$ cat src/rtl/gather_pkg.sv
package gather_pkg;

  // Flat element index of a chain position.
  function automatic int unsigned pe_slot(int unsigned chain, int unsigned pos,
                                          int unsigned per_chain);
    return chain * per_chain + pos;
  endfunction

  // A single-entry register can load when empty or when its word leaves now.
  function automatic logic room_for_word(logic held, logic leaving);
    return !held || leaving;
  endfunction

  // Two-way round robin: the local element wins when it requests and either
  // the upstream side is idle or the local side holds the preference.
  function automatic logic grant_local(logic loc_req, logic up_req, logic prefer_local);
    return loc_req && (!up_req || prefer_local);
  endfunction

endpackage

$ cat src/rtl/gather_switch.sv
module gather_switch
  import gather_pkg::*;
#(
  parameter int DW = 16,
  parameter int TW = 4,
  parameter bit HAS_UP = 1'b1,
  parameter logic [TW-1:0] SRC_TAG = '0
) (
  input  logic          clk,
  input  logic          rst,
  input  logic          loc_valid,
  input  logic [DW-1:0] loc_data,
  output logic          loc_on,
  output logic          loc_take,
  input  logic          up_valid,
  input  logic [DW-1:0] up_data,
  input  logic [TW-1:0] up_tag,
  output logic          up_take,
  input  logic          down_take,
  output logic          out_valid,
  output logic [DW-1:0] out_data,
  output logic [TW-1:0] out_tag,
  output logic          room
);

  logic          held;
  logic [DW-1:0] data_q;
  logic [TW-1:0] tag_q;

  assign room = room_for_word(held, held && down_take);

  generate
    if (HAS_UP) begin : g_arb
      logic pref_local;

      assign loc_on  = room && (!up_valid || pref_local);
      assign up_take = room && up_valid && !grant_local(loc_valid, up_valid, pref_local);

      always_ff @(posedge clk) begin
        if (rst)           pref_local <= 1'b0;
        else if (loc_take) pref_local <= 1'b0;
        else if (up_take)  pref_local <= 1'b1;
      end
    end else begin : g_head
      logic unused_up;
      assign unused_up = ^{up_valid, up_data, up_tag};
      assign loc_on    = room;
      assign up_take   = 1'b0;
    end
  endgenerate

  assign loc_take = loc_valid && loc_on;

  always_ff @(posedge clk) begin
    if (rst)                       held <= 1'b0;
    else if (loc_take || up_take)  held <= 1'b1;
    else if (down_take)            held <= 1'b0;
  end

  always_ff @(posedge clk) begin
    if (rst) begin
      data_q <= '0;
      tag_q  <= '0;
    end else if (loc_take) begin
      data_q <= loc_data;
      tag_q  <= SRC_TAG;
    end else if (up_take) begin
      data_q <= up_data;
      tag_q  <= up_tag;
    end
  end

  assign out_valid = held;
  assign out_data  = data_q;
  assign out_tag   = tag_q;

endmodule

$ cat src/rtl/gather_chain.sv
module gather_chain
  import gather_pkg::*;
#(
  parameter int DW = 16,
  parameter int TW = 4,
  parameter int PER_CHAIN = 4,
  parameter int CHAIN_ID = 0
) (
  input  logic                   clk,
  input  logic                   rst,
  input  logic [PER_CHAIN-1:0]    pe_valid,
  input  logic [PER_CHAIN*DW-1:0] pe_data,
  output logic [PER_CHAIN-1:0]    pe_on,
  output logic                   buf_valid,
  output logic [DW-1:0]          buf_data,
  output logic [TW-1:0]          buf_tag,
  input  logic                   buf_ready,
  output logic [PER_CHAIN-1:0]    obs_full,
  output logic [PER_CHAIN-1:0]    obs_pop,
  output logic [PER_CHAIN-1:0]    obs_loc_take,
  output logic [PER_CHAIN-1:0]    obs_up_take,
  output logic [PER_CHAIN-1:0]    obs_room
);

  localparam int LAST = PER_CHAIN - 1;

  logic [PER_CHAIN-1:0]    hop_valid;
  logic [PER_CHAIN*DW-1:0] hop_data;
  logic [PER_CHAIN*TW-1:0] hop_tag;
  logic [PER_CHAIN-1:0]    hop_up_take;
  logic [PER_CHAIN-1:0]    hop_down_take;

  for (genvar k = 0; k < PER_CHAIN; k++) begin : g_hop
    localparam int unsigned SLOT = pe_slot(CHAIN_ID, k, PER_CHAIN);
    localparam logic [TW-1:0] TAGV = TW'(SLOT);

    logic          in_valid;
    logic [DW-1:0] in_data;
    logic [TW-1:0] in_tag;

    if (k == 0) begin : g_src_none
      assign in_valid = 1'b0;
      assign in_data  = '0;
      assign in_tag   = '0;
    end else begin : g_src_prev
      assign in_valid = hop_valid[k-1];
      assign in_data  = hop_data[(k-1)*DW +: DW];
      assign in_tag   = hop_tag[(k-1)*TW +: TW];
    end

    if (k == LAST) begin : g_sink_buf
      assign hop_down_take[k] = buf_ready;
    end else begin : g_sink_next
      assign hop_down_take[k] = hop_up_take[k+1];
    end

    gather_switch #(
      .DW(DW), .TW(TW), .HAS_UP(k != 0), .SRC_TAG(TAGV)
    ) u_sw (
      .clk(clk), .rst(rst),
      .loc_valid(pe_valid[k]), .loc_data(pe_data[k*DW +: DW]),
      .loc_on(pe_on[k]), .loc_take(obs_loc_take[k]),
      .up_valid(in_valid), .up_data(in_data), .up_tag(in_tag),
      .up_take(hop_up_take[k]),
      .down_take(hop_down_take[k]),
      .out_valid(hop_valid[k]), .out_data(hop_data[k*DW +: DW]),
      .out_tag(hop_tag[k*TW +: TW]),
      .room(obs_room[k])
    );

    assign obs_pop[k] = hop_valid[k] && hop_down_take[k];
  end

  assign obs_full    = hop_valid;
  assign obs_up_take = hop_up_take;
  assign buf_valid   = hop_valid[LAST];
  assign buf_data    = hop_data[LAST*DW +: DW];
  assign buf_tag     = hop_tag[LAST*TW +: TW];

endmodule

$ cat src/rtl/gather_net.sv
module gather_net #(
  parameter int NCHAIN = 4,
  parameter int PER_CHAIN = 4,
  parameter int DW = 16,
  localparam int NPE = NCHAIN * PER_CHAIN,
  localparam int TW = (NPE > 1) ? $clog2(NPE) : 1
) (
  input  logic                clk,
  input  logic                rst,
  input  logic [NPE-1:0]      pe_valid,
  input  logic [NPE*DW-1:0]   pe_data,
  output logic [NPE-1:0]      pe_on,
  output logic [NCHAIN-1:0]   buf_valid,
  output logic [NCHAIN*DW-1:0] buf_data,
  output logic [NCHAIN*TW-1:0] buf_tag,
  input  logic [NCHAIN-1:0]   buf_ready
);

  logic [NPE-1:0] sw_full;
  logic [NPE-1:0] sw_pop;
  logic [NPE-1:0] sw_loc_take;
  logic [NPE-1:0] sw_up_take;
  logic [NPE-1:0] sw_room;

  for (genvar c = 0; c < NCHAIN; c++) begin : g_chain
    gather_chain #(
      .DW(DW), .TW(TW), .PER_CHAIN(PER_CHAIN), .CHAIN_ID(c)
    ) u_chain (
      .clk(clk), .rst(rst),
      .pe_valid(pe_valid[c*PER_CHAIN +: PER_CHAIN]),
      .pe_data(pe_data[c*PER_CHAIN*DW +: PER_CHAIN*DW]),
      .pe_on(pe_on[c*PER_CHAIN +: PER_CHAIN]),
      .buf_valid(buf_valid[c]),
      .buf_data(buf_data[c*DW +: DW]),
      .buf_tag(buf_tag[c*TW +: TW]),
      .buf_ready(buf_ready[c]),
      .obs_full(sw_full[c*PER_CHAIN +: PER_CHAIN]),
      .obs_pop(sw_pop[c*PER_CHAIN +: PER_CHAIN]),
      .obs_loc_take(sw_loc_take[c*PER_CHAIN +: PER_CHAIN]),
      .obs_up_take(sw_up_take[c*PER_CHAIN +: PER_CHAIN]),
      .obs_room(sw_room[c*PER_CHAIN +: PER_CHAIN])
    );
  end

endmodule

$ cat config.mk
export PLATFORM = sky130hd
export DESIGN_NAME = gather_net
export DESIGN_NICKNAME = d
export VERILOG_FILES = /design/src/rtl/gather_pkg.sv /design/src/rtl/gather_switch.sv /design/src/rtl/gather_chain.sv /design/src/rtl/gather_net.sv
export SDC_FILE = /design/constraint.sdc
export NUM_CORES = 1
export LEC_CHECK = 0
export BUFFER_PORTS_ARGS = -buffer_cell sky130_fd_sc_hd__buf_2
export CORE_MARGIN = 1.5
export CORE_UTILIZATION = 25
export DETAILED_ROUTE_END_ITERATION = 16
export PLACE_DENSITY = 0.44
export SETUP_SLACK_MARGIN = 0.2
export SLEW_MARGIN = 20
export SYNTH_ARGS = -nofsm -noshare
export SYNTH_HDL_FRONTEND = slang
export SYNTH_HIERARCHICAL = 1
export SYNTH_SLANG_ARGS = --single-unit
$ cat constraint.sdc
create_clock -name clk -period 4.1 [get_ports clk]
set_input_delay 1.025 -clock clk [delete_from_list [all_inputs] [get_ports clk]]
set_output_delay 1.025 -clock clk [all_outputs]
set_load 0.005 [all_outputs]
* Yosys cells after proc, flatten, opt, wreduce, memory -nomap -nowiden
Cells that the tools add are included.
** Operators by class
- Add/sub/neg operators :: 0
- Multipliers :: 0
- Div/mod/pow operators :: 0
- $lt $le $gt $ge :: 0
- Equal/unequal tests :: 0
- Shift operators :: 0
- Mux-type cells :: 80
- Bitwise operators :: 0
- Reduce and logical (&&, ||, !) cells :: 188
** Operator list (number)
- $mux 16 :: 24
- $logic_and 1x1->1 :: 80
- $reduce_bool 2->1 :: 28
- $mux 4 :: 12
- $logic_or 1x1->1 :: 40
- $mux 1 :: 34
- $logic_not 1->1 :: 28
- $reduce_or 2->1 :: 12
- $mux 3 :: 6
- $mux 2 :: 4
** Storage, ports and cells
- Bits in registers :: 319
- Latch bits :: 0
- RAM bits :: 0
- Bits in read-only memories :: 0
- Bits of input ports :: 278
- Output and inout port bits :: 100
- Logic and storage cells :: 331
- Memories kept :: 0

* Depth between registers and ports, before layout
Gate-level depths: netlist (run 1).
- Word-level depth :: 17
- Gate-level depth with buffers :: 19
- Gate-level depth less buffers :: 11

* Modules after synthesis
Netlist (run 1), hierarchy kept.
** By module, submodules not included
- gather_switch (g_chain[1].u_chain.g_hop[1].u_sw ...) :: times used 4, cells an instance 132, area an instance 1202.4 um2, sequential area each 440.4 um2
- gather_switch (g_chain[2].u_chain.g_hop[3].u_sw ...) :: times used 3, cells an instance 131, area an instance 1212.4 um2, sequential area each 440.4 um2
- gather_switch (g_chain[1].u_chain.g_hop[0].u_sw ...) :: times used 3, cells an instance 88, area an instance 859.6 um2, sequential area each 360.3 um2
- gather_switch (g_chain[0].u_chain.g_hop[3].u_sw) :: times used 1, cells an instance 135, area an instance 1462.7 um2, sequential area each 440.4 um2
- gather_switch (g_chain[1].u_chain.g_hop[3].u_sw) :: times used 1, cells an instance 133, area an instance 1203.7 um2, sequential area each 440.4 um2
- gather_switch (g_chain[3].u_chain.g_hop[3].u_sw) :: times used 1, cells an instance 132, area an instance 1191.1 um2, sequential area each 440.4 um2
- gather_switch (g_chain[0].u_chain.g_hop[2].u_sw) :: times used 1, cells an instance 134, area an instance 1182.4 um2, sequential area each 440.4 um2
- gather_switch (g_chain[0].u_chain.g_hop[1].u_sw) :: times used 1, cells an instance 133, area an instance 1152.4 um2, sequential area each 440.4 um2
- gather_switch (g_chain[0].u_chain.g_hop[0].u_sw) :: times used 1, cells an instance 86, area an instance 848.3 um2, sequential area each 340.3 um2
- gather_chain :: times used 4, cells an instance 9, area an instance 58.8 um2, sequential area each 0.0 um2

* Worst setup path after synthesis (run 1)
Ideal clock, no wire load.
- Kind :: input -> output
- Start point :: in buf_ready[1]
- End point :: out pe_on[4]
- Data arrival time :: 3.158 ns
- Data required time :: 3.075 ns
- Setup slack :: -0.083 ns
- Stages :: 13
- Buffers on the path :: 6
- Cells stage by stage :: nor2b_1 > buf_4 > buf_2 > nor3_1 > nor2b_4 > clkbuf_1 > nor3_1 > nor2b_4 > clkbuf_1 > nor3_1 > nand2b_4 > buf_6 > buf_2
** Between the ends
- Longest elaborated chain between the ends :: 14
** Ends and longest elaborated chain
- start: declaration :: line gather_net.sv:16 : input logic [NCHAIN-1:0] buf_ready
- $logic_and 1x1->1 :: line gather_switch.sv:30 : assign room = room_for_word(held, held && down_take);
- $logic_or 1x1->1 :: line gather_pkg.sv:11 : return !held || leaving;
- $logic_and 1x1->1 (2 in series) :: line gather_switch.sv:37 : assign up_take = room && up_valid && !grant_local(loc_valid, up_valid, pref_local);
- net sw_up_take[7] :: line gather_net.sv:22 : logic [NPE-1:0] sw_up_take;
- $logic_and 1x1->1 :: line gather_switch.sv:30
- $logic_or 1x1->1 :: line gather_pkg.sv:11
- $logic_and 1x1->1 (2 in series) :: line gather_switch.sv:37
- net sw_up_take[6] :: line gather_net.sv:22
- $logic_and 1x1->1 :: line gather_switch.sv:30
- $logic_or 1x1->1 :: line gather_pkg.sv:11
- $logic_and 1x1->1 (2 in series) :: line gather_switch.sv:37
- net sw_up_take[5] :: line gather_net.sv:22
- $logic_and 1x1->1
- $logic_or 1x1->1 :: line gather_pkg.sv:11
- end: declaration :: line gather_net.sv:12 : output logic [NPE-1:0] pe_on,
The timed path passes the listed nets, and every way through them passes these cells.

* Worst setup path after layout (run 1)
- Start point :: reg g_chain[0].u_chain.g_hop[2].u_sw.held
- End point :: out pe_on[0]
** Between the ends
- Longest elaborated chain between the ends :: 15
- Elaborated cells between the ends (all ways) :: 16
- Those cells by class :: reduce/logical: 16
** Ends and longest elaborated chain
- start: declaration :: line gather_switch.sv:26 : logic held;
- start signal: assignment :: line gather_switch.sv:55 : if (rst) held <= 1'b0;
- start signal: assignment :: line gather_switch.sv:56 : else if (loc_take || up_take) held <= 1'b1;
- start signal: assignment :: line gather_switch.sv:57 : else if (down_take) held <= 1'b0;
- $logic_not 1->1 :: line gather_pkg.sv:17 : return loc_req && (!up_req || prefer_local);
- $logic_or 1x1->1 :: line gather_pkg.sv:17
- $logic_and 1x1->1 :: line gather_pkg.sv:17
- $logic_not 1->1 :: line gather_switch.sv:37
- $logic_and 1x1->1 * :: line gather_switch.sv:37
- net sw_up_take[3] :: line gather_net.sv:22
- $logic_and 1x1->1 * :: line gather_switch.sv:30
- $logic_or 1x1->1 * :: line gather_pkg.sv:11
- $logic_and 1x1->1 * (2 in series) :: line gather_switch.sv:37
- net sw_up_take[2] :: line gather_net.sv:22
- $logic_and 1x1->1 * :: line gather_switch.sv:30
- $logic_or 1x1->1 * :: line gather_pkg.sv:11
- $logic_and 1x1->1 * (2 in series) :: line gather_switch.sv:37
- net sw_up_take[1] :: line gather_net.sv:22
- $logic_and 1x1->1 *
- $logic_or 1x1->1 * :: line gather_pkg.sv:11
The timed path passes the listed nets; every way through them passes the cells marked *.

==> reports/results.ini, run 1 <==
[critical_path]
worstPathRequired_ps = 3070
worstReg2RegStart = g_chain[1].u_chain/g_hop[2].u_sw/out_valid$_SDFFE_PP0P_
critPathLaunchType = flip-flop
endpoint_kind = primary output
crit_fanout = 26
r2r_slack_ps = 970
crit_end = pe_on[0]
r2r_cells = 9
arrival_ps = 2670
r2r_end = g_chain[1].u_chain/g_hop[1].u_sw/out_data[5]$_SDFFE_PP0P_
cp-startpoint = g_chain[0].u_chain/g_hop[2].u_sw/out_valid$_SDFFE_PP0P_
critPathKind = flip-flop to primary output

[clocking]
tritoncts = yes
clock_latency_ps = 570
cts-htree-levels = 2
cts_root_buf = clkbuf_16
clk_pin_slew_worst_paths_ps = 60
clk_path_buf_depth = 3
clock-sinks = 335
cts_made_buffers = 44

[timing]
rsz0062_at_grt = no
finalSetupViolations = 0
min_period_over_period = 0.902
drv_slew = 0
setup_ws_ps = 402
tightest_slew_ps = 952
hold_violations = 0
fmax_mhz = 270
timing.slew.headroom = 0.364
min_period_ps = 3700
finalSetupTns_ps = 0
finClkSkew_ps = 21.5

[drt]
vias = 16300
drt_pre_antenna_iters = 5
first_iter_violations = 986
routed_wl_um = 62500
viasPerCell = 5.24
antenna_left = 0
remaining_drc_errors = 0
routedWlPerCell_um = 20.0

[global_routing]
use_met3 = 0.0337
grt_pass1_wl_um = 96200
antenna_found_initial = 6
grt_max_degree = 113
grt_pass1_vias = 15900
gr-usage-met1 = 0.223
gr-usage-met2 = 0.261
overflow = 0
busiest_layer = met2
track_usage = 0.163

[placement]
port_buffers = 377
placed_cell_area_um2 = 19700
place_hpwl_um = 44600
pre_cts_ws_ps = 268
gp_congestion = 0.792

[hold_path]
hold_path.class = flip-flop to flip-flop

[layout]
drive_above_1_share = 0.343
nFillCells = 7534
fin_area_um2 = 21100
layout.nets = 2422
syn_to_final_growth_pct = 17.4

[floorplan]
fp.dieH_um = 271
pin_count = 378
num_rows = 98
core_area_um2 = 71200
initial_core_util = 0.252
dieArea_um2 = 73400
die_x_um = 271

[synthesis]
ys_warn_count = 6
synthesis.area_um2 = 18000
avgSynthCellArea_um2 = 9.35
syn_inst = 1919

[power_and_ir_drop]
ir_worst_vdd_mv = 0.225
power_density_nw_per_um2 = 435
static-leakage-power_nw = 7.61

[run]
cap_violations = 0

[outcome]
status = complete, no violations

## per-layer routing
layer | vias up | share of wire | wire, um
li1 | 7931 | - | -
met1 | 7919 | 0.46 | 28900
met2 | 408 | 0.46 | 29000
met3 | 81 | 0.054 | 3370
met4 | 8 | 0.019 | 1180
met5 | - | 0.00080 | 50
## per-stage QoR
stage | total power [mW] | util | instances | hold slack (ps)
floorplan | 5.04 | - | 1927 | 438
global placement | 5.55 | 0.277 | 3048 | 455
detailed placement | 5.57 | 0.277 | 3048 | 460
CTS | 9.31 | 0.296 | 3121 | 468
global route | 9.64 | 0.296 | 3121 | 482
finish | 9.17 | 0.296 | 3122 | 470
## power breakdown
group	switching, mW	internal, mW	leakage (nW)
sequential	0.205	3.56	2.77
combinational	1.08	0.649	4.18
clock	1.49	2.19	0.664
## cell type report
type | count | area (um^2) | share of cell area
diodes | 1 | 2.50 | 0.000119
clock buffers | 63 | 1260 | 0.0600
clock inverters | 10 | 85.1 | 0.00404
inverters | 62 | 244 | 0.0116
multi-input cells | 1271 | 9270 | 0.440
flip-flops and latches | 335 | 6710 | 0.318
well taps | 950 | 1190 | 0.0564
repair buffers | 430 | 2310 | 0.109
## critical path, cell delays in order, from the launching register on
cell and delay, ps:
dfxtp_1 370, inv_2 430, nor3_1 160, nor2b_2 180
nor3_1 90, nor2b_4 480, nor3_1 100, nand2b_4 170
buf_2 130
## registers in the layout, indices dropped and copies added (netlist names)
name and flops:
g_chain.u_chain/g_hop.u_sw/out_data 256, g_chain.u_chain/g_hop.u_sw/out_tag 51, g_chain.u_chain/g_hop.u_sw/out_valid 16, g_chain.u_chain/g_hop.u_sw/g_arb.pref_local 12
## worst min-delay path by stage
stage / startpoint / endpoint / slack, ps / depth (start not counted)
floorplan: g_chain[1].u_chain/g_hop[0].u_sw/out_tag[2]$_SDFFE_PP0P_ / g_chain[1].u_chain/g_hop[0].u_sw/out_tag[2]$_SDFFE_PP0P_ / 440 / 2
global placement: g_chain[3].u_chain/g_hop[2].u_sw/out_tag[3]$_SDFFE_PP0P_ / g_chain[3].u_chain/g_hop[3].u_sw/out_tag[3]$_SDFFE_PP0P_ / 450 / 2
detailed placement: g_chain[3].u_chain/g_hop[2].u_sw/out_tag[2]$_SDFFE_PP0P_ / g_chain[3].u_chain/g_hop[3].u_sw/out_tag[2]$_SDFFE_PP0P_ / 460 / 2
CTS: g_chain[3].u_chain/g_hop[2].u_sw/out_tag[2]$_SDFFE_PP0P_ / g_chain[3].u_chain/g_hop[3].u_sw/out_tag[2]$_SDFFE_PP0P_ / 470 / 2
global route: g_chain[3].u_chain/g_hop[2].u_sw/out_tag[2]$_SDFFE_PP0P_ / g_chain[3].u_chain/g_hop[3].u_sw/out_tag[2]$_SDFFE_PP0P_ / 480 / 2
finish: g_chain[2].u_chain/g_hop[1].u_sw/out_tag[0]$_SDFFE_PP0P_ / g_chain[2].u_chain/g_hop[2].u_sw/out_tag[0]$_SDFFE_PP0N_ / 470 / 2
## what timing repair did
item / CTS / global route
endpoints found under the setup margin: 1 / 0
hold buffers: 0 / 0
setup buffers: 0 / 0
resized for setup: 1 / 0
## cell usage in the layout, fill, tap and decap left out, drive strengths merged, types with 12 or more instances in the layout
cell type,n
buf,429
a21bo,64
clkbuf,64
nor4b,32
a2111oi,81
nand2b,13
conb,12
a31oi,134
inv,58
clkinv,12
nor2,30
nand4,35
nand3,196
dfxtp,335
nor2b,19
nor3,15
a21oi,196
nor4,129
o21ai,129
o41ai,105
o31ai,25
No activity file was read; power rests on OpenSTA's default activity.
==> inputs of run 2 (changes only) <==
Settings changed: PLACE_DENSITY 0.44 to 0.43.
Clock period 4.1 ns to 4.65 ns, I/O delays scaled along.
==> run 2 against run 1 <==
Register-to-register slack better by 310 ps. Clock skew down 9.5 ps. Die area unchanged. Global-route usage down 0.12 points. Routed wire length down 0.68%. Sequential power down 12%.
==> reports/results.ini, run 2 (synthesized netlist as in run 1, its figures left out) <==
[outcome]
status = complete, no violations  ; unchanged

[layout]
final_common_cell = buf_2  ; unchanged
stdcell_count = 3115  ; was 3122
final_core_util = 0.295  ; was 0.296
layout_common_cells = 376 x buf_2, 335 x dfxtp_1, 188 x nand3_1  ; unchanged
diodes = 0  ; was 1
syn_to_final_growth_pct = 17.0  ; was 17.4%
layout.nets = 2413  ; was 2422
fin_area_um2 = 21000  ; was 21100 um^2
drive_above_1_share = 0.337  ; was 0.343
largest_register_ffs = 256  ; unchanged

[clocking]
cts_root_buf = clkbuf_16  ; unchanged
clk_pin_slew_worst_paths_ps = 50  ; was 60 ps
cts_made_buffers = 43  ; was 44
clock_latency_ps = 560  ; was 570 ps
clk_path_buf_depth = 3  ; unchanged
cts-htree-levels = 2  ; unchanged
postCtsSetupBuffers = 0  ; unchanged
ctsHoldBuffers = 0  ; unchanged
tritoncts = yes  ; unchanged
clock-sinks = 335  ; unchanged
post_cts_resized = 0  ; was 1

[drt]
viasPerCell = 5.24  ; about the same
drt_pre_antenna_iters = 8  ; was 5
vias = 16300  ; about the same
remaining_drc_errors = 0  ; unchanged
first_iter_violations = 959  ; was 986
antenna_left = 0  ; unchanged
routed_wl_um = 62100  ; was 62500 um
routedWlPerCell_um = 19.9  ; was 20.0 um

[global_routing]
busiest_layer = met2  ; unchanged
track_usage = 0.162  ; was 0.163
grt_max_degree = 110  ; was 113
grt_pass1_wl_um = 95100  ; was 96200 um
use_met3 = 0.0307  ; was 0.0337
grt_pass1_vias = 15800  ; was 15900
antenna_found_initial = 8  ; was 6
overflow = 0  ; unchanged
gr-usage-met1 = 0.227  ; was 0.223
gr-usage-met2 = 0.252  ; was 0.261

[placement]
gp_congestion = 0.812  ; was 0.792
place_hpwl_um = 44700  ; was 44600 um
post-place-cells = 3040  ; was 3048
pre_cts_ws_ps = 646  ; was 268 ps
placed_cell_area_um2 = 19600  ; was 19700 um^2
port_buffers = 377  ; unchanged

[timing]
drv_slew = 0  ; unchanged
min_period_ps = 4030
hold_slack_ps = 467  ; was 470 ps
finalSetupTns_ps = 0  ; unchanged
hold_violations = 0  ; unchanged
finClkSkew_ps = 12.0  ; was 21.5 ps
setup_ws_ps = 623  ; was 402 ps
timing.slew.headroom = 0.210  ; was 0.364
rsz0062_at_grt = no  ; unchanged
fmax_mhz = 248
min_period_over_period = 0.866
finalSetupViolations = 0  ; unchanged
tightest_slew_ps = 1170  ; was 952 ps

[power_and_ir_drop]
static-leakage-power_nw = 7.57  ; was 7.61 nW
ir_worst_vdd_mv = 0.226  ; was 0.225 mV
power_density_nw_per_um2 = 386  ; was 435 nW/um^2
p_total_mw = 8.11  ; was 9.17 mW

[critical_path]
crit_fanout = 26  ; unchanged
crit_chain = buf_2 > and2_1 > nor3_1 > nor2b_2 > inv_4 > and3_1 > nor2b_2 > inv_4 > and3_1 > nand2b_4 > buf_2  ; was inv_2 > nor3_1 > nor2b_2 > nor3_1 > nor2b_4 > nor3_1 > nand2b_4 > buf_2
cpPeakStageDelay_ps = 220  ; was 480 ps
critPathLaunchType = primary input  ; was flip-flop
critPathKind = primary input to primary output  ; was flip-flop to primary output
r2r_slack_ps = 1280  ; was 970 ps
endpoint_kind = primary output  ; unchanged
arrival_ps = 2860  ; was 2670 ps
worstPathRequired_ps = 3490  ; was 3070 ps
critPathSlowestCell = inv_4  ; was nor2b_4

[floorplan]
core_area_um2 = 71200  ; unchanged
die_x_um = 271  ; unchanged
pin_count = 378  ; unchanged
num_rows = 98  ; unchanged
dieArea_um2 = 73400  ; unchanged
fp.dieH_um = 271  ; unchanged
initial_core_util = 0.252  ; unchanged

[hold_path]
hold_path.class = flip-flop to flip-flop  ; unchanged

[run]
cap_violations = 0  ; unchanged

==> run 2: worst paths after layout <==
kind	from	to	cells after the start
max	pe_valid[15]	pe_on[12]	11
min	g_chain[3].u_chain/g_hop[2].u_sw/out_tag[1]$_SDFFE_PP0P_	g_chain[3].u_chain/g_hop[3].u_sw/out_tag[1]$_SDFFE_PP0P_	2
max reg2reg	flip-flop	g_chain[1].u_chain/g_hop[1].u_sw/out_tag[0]$_SDFFE_PP0P_	9
min reg2reg	g_chain[3].u_chain/g_hop[2].u_sw/out_tag[1]$_SDFFE_PP0P_	g_chain[3].u_chain/g_hop[3].u_sw/out_tag[1]$_SDFFE_PP0P_	2
==> run 2: area by class of cell <==
cell class / count / area, um^2
Tap cell: 950 / 1190
Sequential cell: 335 / 6710
Timing Repair Buffer: 422 / 2250
Inverter: 62 / 244
Multi-Input combinational cell: 1271 / 9240
Clock inverter: 7 / 87.6
Clock buffer: 68 / 1280
Fill cell: 7632 / 50200
==> run 2: report_power, final <==
group          internal, mW  switching, mW
clock network          1.99           1.29
logic                 0.564          0.932
registers              3.14          0.192
total                  5.69           2.42
==> run 2: metal layers <==
metal	wire length, um	up-vias
li1	-	7912
met1	29700	7892
met2	27900	408
met3	3100	96
met4	1350	14
met5	76	-
==> run 2: worst max-delay path: cells and delay by family <==
| family | cells | cell delay, ps |
|---|---|---|
| buffers and inverters | 4 | 640 |
| AND/OR/NAND/NOR | 7 | 1040 |
